**config.mk**
```make
export PLATFORM = sky130hd
export DESIGN_NAME = plso_shifter
export DESIGN_NICKNAME = d
export VERILOG_FILES = /design/src/rtl/plso_pkg.sv /design/src/rtl/plso_clk_merge.sv /design/src/rtl/plso_stage_chain.sv /design/src/rtl/plso_shifter.sv
export SDC_FILE = /design/constraint.sdc
export NUM_CORES = 1
export LEC_CHECK = 0
export CELL_PAD_IN_SITES_DETAIL_PLACEMENT = 1
export CELL_PAD_IN_SITES_GLOBAL_PLACEMENT = 1
export CORE_MARGIN = 4
export CORE_UTILIZATION = 25
export CTS_CLUSTER_SIZE = 10
export DETAILED_ROUTE_END_ITERATION = 12
export DONT_BUFFER_PORTS = 1
export PLACE_DENSITY_LB_ADDON = 0.1
export SETUP_SLACK_MARGIN = 0.05
export SYNTH_ARGS = -nofsm -noshare
export SYNTH_HDL_FRONTEND = slang
export SYNTH_SLANG_ARGS = --single-unit
export TNS_END_PERCENT = 10
```
**constraint.sdc**
```tcl
create_clock -name clk -period 1.58 [get_ports clk]
set_input_delay 0.237 -clock clk [delete_from_list [all_inputs] [get_ports clk]]
set_output_delay 0.237 -clock clk [all_outputs]
set_load 0.05 [all_outputs]
```
**src/rtl/plso_pkg.sv**
```systemverilog
package plso_pkg;

    localparam int unsigned DEF_STAGES = 8;

    typedef enum logic {
        MODE_LOAD  = 1'b0,
        MODE_SHIFT = 1'b1
    } entry_mode_e;

    typedef struct packed {
        logic level;   // merged shift-clock level this cycle
        logic rise;    // merged level rose since last system edge
    } shclk_t;

    function automatic logic merge_pins(input logic a, input logic b);
        return a | b;
    endfunction

endpackage

```
**src/rtl/plso_clk_merge.sv**
```systemverilog
module plso_clk_merge
    import plso_pkg::*;
(
    input  logic   clk,
    input  logic   rst,
    input  logic   pin_a,
    input  logic   pin_b,
    output shclk_t sclk
);
    logic level_now;
    logic level_prev;

    assign level_now = merge_pins(pin_a, pin_b);

    always_ff @(posedge clk) begin
        if (rst) level_prev <= 1'b0;
        else     level_prev <= level_now;
    end

    always_comb begin
        sclk.level = level_now;
        sclk.rise  = level_now & ~level_prev;
    end

    // a pin held high across two edges blocks any rise
    p_pin_a_blocks_r5: assert property (@(posedge clk) disable iff (rst)
        (pin_a && $past(pin_a)) |-> !sclk.rise);
    p_pin_b_blocks_r5: assert property (@(posedge clk) disable iff (rst)
        (pin_b && $past(pin_b)) |-> !sclk.rise);

endmodule

```
**src/rtl/plso_stage_chain.sv**
```systemverilog
module plso_stage_chain
    import plso_pkg::*;
#(
    parameter int unsigned STAGES = DEF_STAGES
) (
    input  logic              clk,
    input  logic              rst,
    input  entry_mode_e       mode,
    input  logic              advance,
    input  logic              ser,
    input  logic [STAGES-1:0] par,
    output logic              last_q,
    output logic              last_qn
);
    localparam int unsigned LAST = STAGES - 1;

    logic [STAGES-1:0] cur;
    logic [STAGES-1:0] nxt;
    logic              inv_r;

    for (genvar i = 0; i < STAGES; i++) begin : g_stage
        logic feed;
        if (i == 0) begin : g_head
            assign feed = ser;
        end else begin : g_body
            assign feed = cur[i-1];
        end
        always_comb begin
            if (mode == MODE_LOAD) nxt[i] = par[i];
            else if (advance)      nxt[i] = feed;
            else                   nxt[i] = cur[i];
        end
    end

    always_ff @(posedge clk) begin
        if (rst) begin
            cur   <= '0;
            inv_r <= 1'b1;
        end else begin
            cur   <= nxt;
            inv_r <= ~nxt[LAST];
        end
    end

    assign last_q  = cur[LAST];
    assign last_qn = inv_r;

    p_load_r2: assert property (@(posedge clk) disable iff (rst)
        (mode == MODE_LOAD) |=> (cur == $past(par)));
    p_shift_r4: assert property (@(posedge clk) disable iff (rst)
        (mode == MODE_SHIFT && advance) |=>
        (cur == {$past(cur[LAST-1:0]), $past(ser)}));
    p_hold_r6: assert property (@(posedge clk) disable iff (rst)
        (mode == MODE_SHIFT && !advance) |=> $stable(cur));
    p_complement_r7: assert property (@(posedge clk) disable iff (rst)
        last_qn == ~last_q);

endmodule

```
**src/rtl/plso_shifter.sv**
```systemverilog
module plso_shifter
    import plso_pkg::*;
#(
    parameter int unsigned STAGES = DEF_STAGES
) (
    input  logic              clk,
    input  logic              rst,
    input  logic              mode_i,
    input  logic              sclk_a_i,
    input  logic              sclk_b_i,
    input  logic              ser_i,
    input  logic [STAGES-1:0] par_i,
    output logic              q_o,
    output logic              q_n_o
);
    shclk_t      sclk;
    entry_mode_e mode;

    assign mode = entry_mode_e'(mode_i);

    plso_clk_merge u_merge (
        .clk   (clk),
        .rst   (rst),
        .pin_a (sclk_a_i),
        .pin_b (sclk_b_i),
        .sclk  (sclk)
    );

    plso_stage_chain #(.STAGES(STAGES)) u_chain (
        .clk     (clk),
        .rst     (rst),
        .mode    (mode),
        .advance (sclk.rise),
        .ser     (ser_i),
        .par     (par_i),
        .last_q  (q_o),
        .last_qn (q_n_o)
    );

    // during a load the last stage follows the parallel word, never a shift
    p_load_wins_r3: assert property (@(posedge clk) disable iff (rst)
        (!mode_i && sclk.rise) |=> (q_o == $past(par_i[STAGES-1])));

endmodule

```
Word level (Yosys, flattened, before mapping):

Index checks and enable logic that the tools add are counted.

* mux-type cells: 16
* equality and inequality tests: 1
* bitwise operators: 4

Operators with widths (number)
* $mux W1: 16
* $ne A2 B1 Y1 const B: 1
* $not A1 Y1: 2
* $and A1 B1 Y1: 1
* $or A1 B1 Y1: 1

* logic and storage cells: 25
* bits of input ports: 14
* bits in registers: 10
* output and inout bits: 2

Logic depth before layout (Yosys ltp):

* depth in word-level cells: 5
* mapped depth: 4
* mapped depth without buffers: 3

By module:

From an unflattened synthesis, not the netlist that was laid out.

* cell total of the unflattened synthesis: 43
* area, all modules: 442.9 µm²

Modules (own cells, without submodules)
* plso_stage_chain: instances 1, area an instance 389.1 µm², cells an instance 38, sequential area each 180.2 µm²
* plso_clk_merge: instances 1, area an instance 53.8 µm², cells an instance 5, sequential area each 20.0 µm²

Worst setup path before layout:

OpenSTA, ideal clock, no wires.

* kind: flip-flop to flip-flop
* from: register (tool-made name)
* to: register u_chain.inv_r (netlist: u_chain.last_qn)
* path slack: 0.415 ns
* period minus slack after synthesis: 1.165 ns
* buffers on the path: 0
* data required time: 1.458 ns
* arrival: 1.042 ns
* stages on the path, launching flop included: 3
* library setup time: 0.122 ns
* cell sequence: dfxtp_1 > nand2_1 > a311o_1

RTL lines
* end signal, assigned: RTL line plso_stage_chain.sv:41 `inv_r <= ~nxt[LAST];`
* end, declared: RTL line plso_stage_chain.sv:19 `logic inv_r;`

Worst setup path after layout:

* from: register u_merge.level_prev
* to: register u_chain.inv_r (netlist: u_chain.last_qn)

* cells in the longest elaborated chain, start to end: 5

RTL lines
* start, declared: RTL line plso_clk_merge.sv:11 `logic level_prev;`
* start signal, assigned: RTL line plso_clk_merge.sv:17 `else level_prev <= level_now;`
* $not A1 Y1: RTL line plso_clk_merge.sv:22 `sclk.rise = level_now & ~level_prev;`
* $and A1 B1 Y1: RTL line plso_clk_merge.sv:22
* $mux W1: RTL line plso_stage_chain.sv:30 `else if (advance) nxt[i] = feed;`
* $mux W1: RTL line plso_stage_chain.sv:29 `if (mode == MODE_LOAD) nxt[i] = par[i];`
* $not A1 Y1: RTL line plso_stage_chain.sv:41

No other way between the ends.
A chain may end at the register's enable or synchronous reset.

==> impl_results.md <==
- Min-Delay Path Class: in -> reg
- Met1 Resource Use GR: 0.0994
- Fill cells: about 190
- Clk pwr share: 0.332
- Cell area after layout: 452 um^2
- Tcrit/Tclk final: 0.734
- Via count: 358
- TritonRoute pass-1 iters: 4
- Outcome: complete, no violations
- Register share of total power: 0.565
- R2R setup slack: 0.42 ns
- Worst flop-to-flop path startpoint: u_merge.level_prev
- Row count: 14
- # diodes: 0
- Setup TNS: 0 ns
- Initial core utilization: 0.274
- Met2 usage: 0.158
- Worst R2R Path Depth: 3
- Hold Path Origin: rst
- Post-Syn Instances: 51
- Total CTS buffers: 3
- Arrival time at the worst endpoint: 1.31 ns
- # port buffers: 0
- Setup Skew: between 0.005 and 0.006 ns
- Post_cts resized: 0
- CP Capture Type: flip-flop
- Max-cap violations: 0
- CTS root buffer: clkbuf_4
- WHS: 0.0378 ns
- I/O Pins: 16
- Worst hold path depth: 1
- Crit Path Max Fanout: 8
- Post-CTS setup repair buffer count: 0
- YS warnings: 0
- Layout cells sized above 1: 0.137
- Net count, final: 67
- Die area: roughly 2400 um^2
- Yosys cell types: 11
- Area after DPL: 429 um^2
- Via/cell ratio: roughly 5.3
- Comb power frac: 0.104
- Routed wire length: just under 1000 um
- Leak pwr: 0.160 nW
- Vias in the first global route: 420
- Overall fraction of global-route tracks in use: 0.0987
- Final ANT Viol Nets: 0
- Sink Count: 10
- Worst-Margin Slew: approximately 0.47 ns
- Min Tclk post-route: around 1.2 ns
- DRC Markers: 0
- Max Freq: 0.862 GHz
- Sequential Area: 200 um^2
- Clk pin slew, worst setup/hold paths: 0.06 ns
- Synth Area per Inst: ~8.4 um^2
- Critical path startpoint category: flip-flop
- Busiest layer in global routing: met2
- Peak supply drop: 516 uV
- CTS tree: built
- # setup viols final: 0
- CORE AREA: 1560 um^2
- Pwr/cell area: 1130 nW/um^2
- Die width: roughly 49 um
- First-pass GRT wire length: approximately 1800 um
- Initial DRC count: 10
- Psw: 0.000128 W
- FF+latch count, synth: 10
- CP required: 1.73 ns
- Area Growth Syn to Fin: 5.87%
- Final Hold Viols: 0
- Clock Tree Buf Depth: 2
- GP Congestion: around 0.73
- Power consumption: 0.000510 W
- H-tree depth: 1
- # hold bufs at CTS: 0
- Avg WL per Cell: 14.8 um
- Grt total ovfl: 0
- RSZ-0062 raised after global routing: false
- Switching part of the total: 0.250
- Pint: 0.000382 W
- M3 GR Usage: 0.0734
- Post-Syn Area: 427 um^2
- Footprint of the multi-input gates: 201 um^2
- Chip Height: 49.3 um
- Max-Slew Margin vs Limit: 0.683
- Syn Nets: 65
- FF-to-FF End: u_chain.last_qn
- Clock Latency Late Sink: ~0.26 ns
- Post-route setup slack: 0.420 ns
- Max-slew violations: 0
- Initial antenna violation count: 0
- DP Worst Slack: roughly 0.42 ns
- Seq/Total Area, Yosys: 0.469
- WS Path Type: reg -> reg
- Pin count of the biggest net entering global routing: 18
## state kept, by name (all words and copies together), names as in the netlist, named ones only
register and flops:
u_chain.cur 7, u_chain.last_qn 1, u_merge.level_prev 1
## kinds of logic after synthesis
logic type / share of synthesized area
DFF: 0.469
AOI/OAI and AO/OA: 0.238
and+or+nand+nor: 0.235
buffers and inverters: 0.0586
## placed cells by master (no fill, tap or decap)
| cell | synthesis | routed |
|---|---|---|
| dfxtp_1 | 10 | 10 |
| a311o_1 | 1 | 1 |
| clkbuf_4 | 0 | 3 |
| nor2_1 | 10 | 10 |
| nand2_2 | 1 | 1 |
| a311oi_1 | 8 | 8 |
| nand2_1 | 15 | 15 |
| o21ba_2 | 1 | 1 |
| buf_4 | 0 | 1 |
| o21bai_2 | 1 | 1 |
## cell usage after synthesis (all sizes together)
library cell / count / area share
buf: 3 / 0.050
nand2: 16 / 0.15
o21ba: 1 / 0.023
a311oi: 8 / 0.16
a311o: 1 / 0.023
nor2: 10 / 0.088
o21bai: 1 / 0.026
dfxtp: 10 / 0.47
clkbuf: 1 / 0.0088
## final cells by class
cell class / instances / area share
Tap cell: 16 / 0.0443
Sequential cell: 10 / 0.443
Clock buffer: 3 / 0.0499
Multi-Input combinational cell: 37 / 0.446
Timing Repair Buffer: 1 / 0.0166
## layer usage
layer / up-vias / routed length (um)
li1: 178 / -
met1: 167 / 456
met2: 13 / 450
met3: 0 / 82
met4: 0 / 0
met5: - / 0
## how the worst max path moves through the flow
stage / from / end / cells after the start
after global placement: u_merge.level_prev / u_chain.last_qn / 3
after CTS: u_merge.level_prev / u_chain.last_qn / 3
after detailed placement: u_merge.level_prev / u_chain.last_qn / 3
after floorplan: flip-flop / u_chain.last_qn / 2
final: u_merge.level_prev / u_chain.last_qn / 3
after global routing: u_merge.level_prev / u_chain.last_qn / 3
## power groups by stage
| stage | combinational (W) | clock [W] | sequential [W] |
|---|---|---|---|
| floorplan | 0.0000502 | 0 | 0.000297 |
| global placement | 0.0000520 | 0 | 0.000292 |
| detailed placement | 0.0000537 | 0 | 0.000294 |
| CTS | 0.0000539 | 0.000179 | 0.000288 |
| global route | 0.0000607 | 0.000192 | 0.000290 |
| finish | 0.0000529 | 0.000169 | 0.000288 |
## critical path: stages, from the launching register on
cell     delay (ns)
dfxtp_1        0.31
o21ba_2        0.33
nand2_2        0.08
a311o_1        0.34
## through the flow
step,util,std cells
after floorplan,-,51
after global placement,0.275,64
after detailed placement,0.275,64
after CTS,0.290,67
after global routing,0.290,67
final,0.290,67
Power figures use the tool's default switching activity.
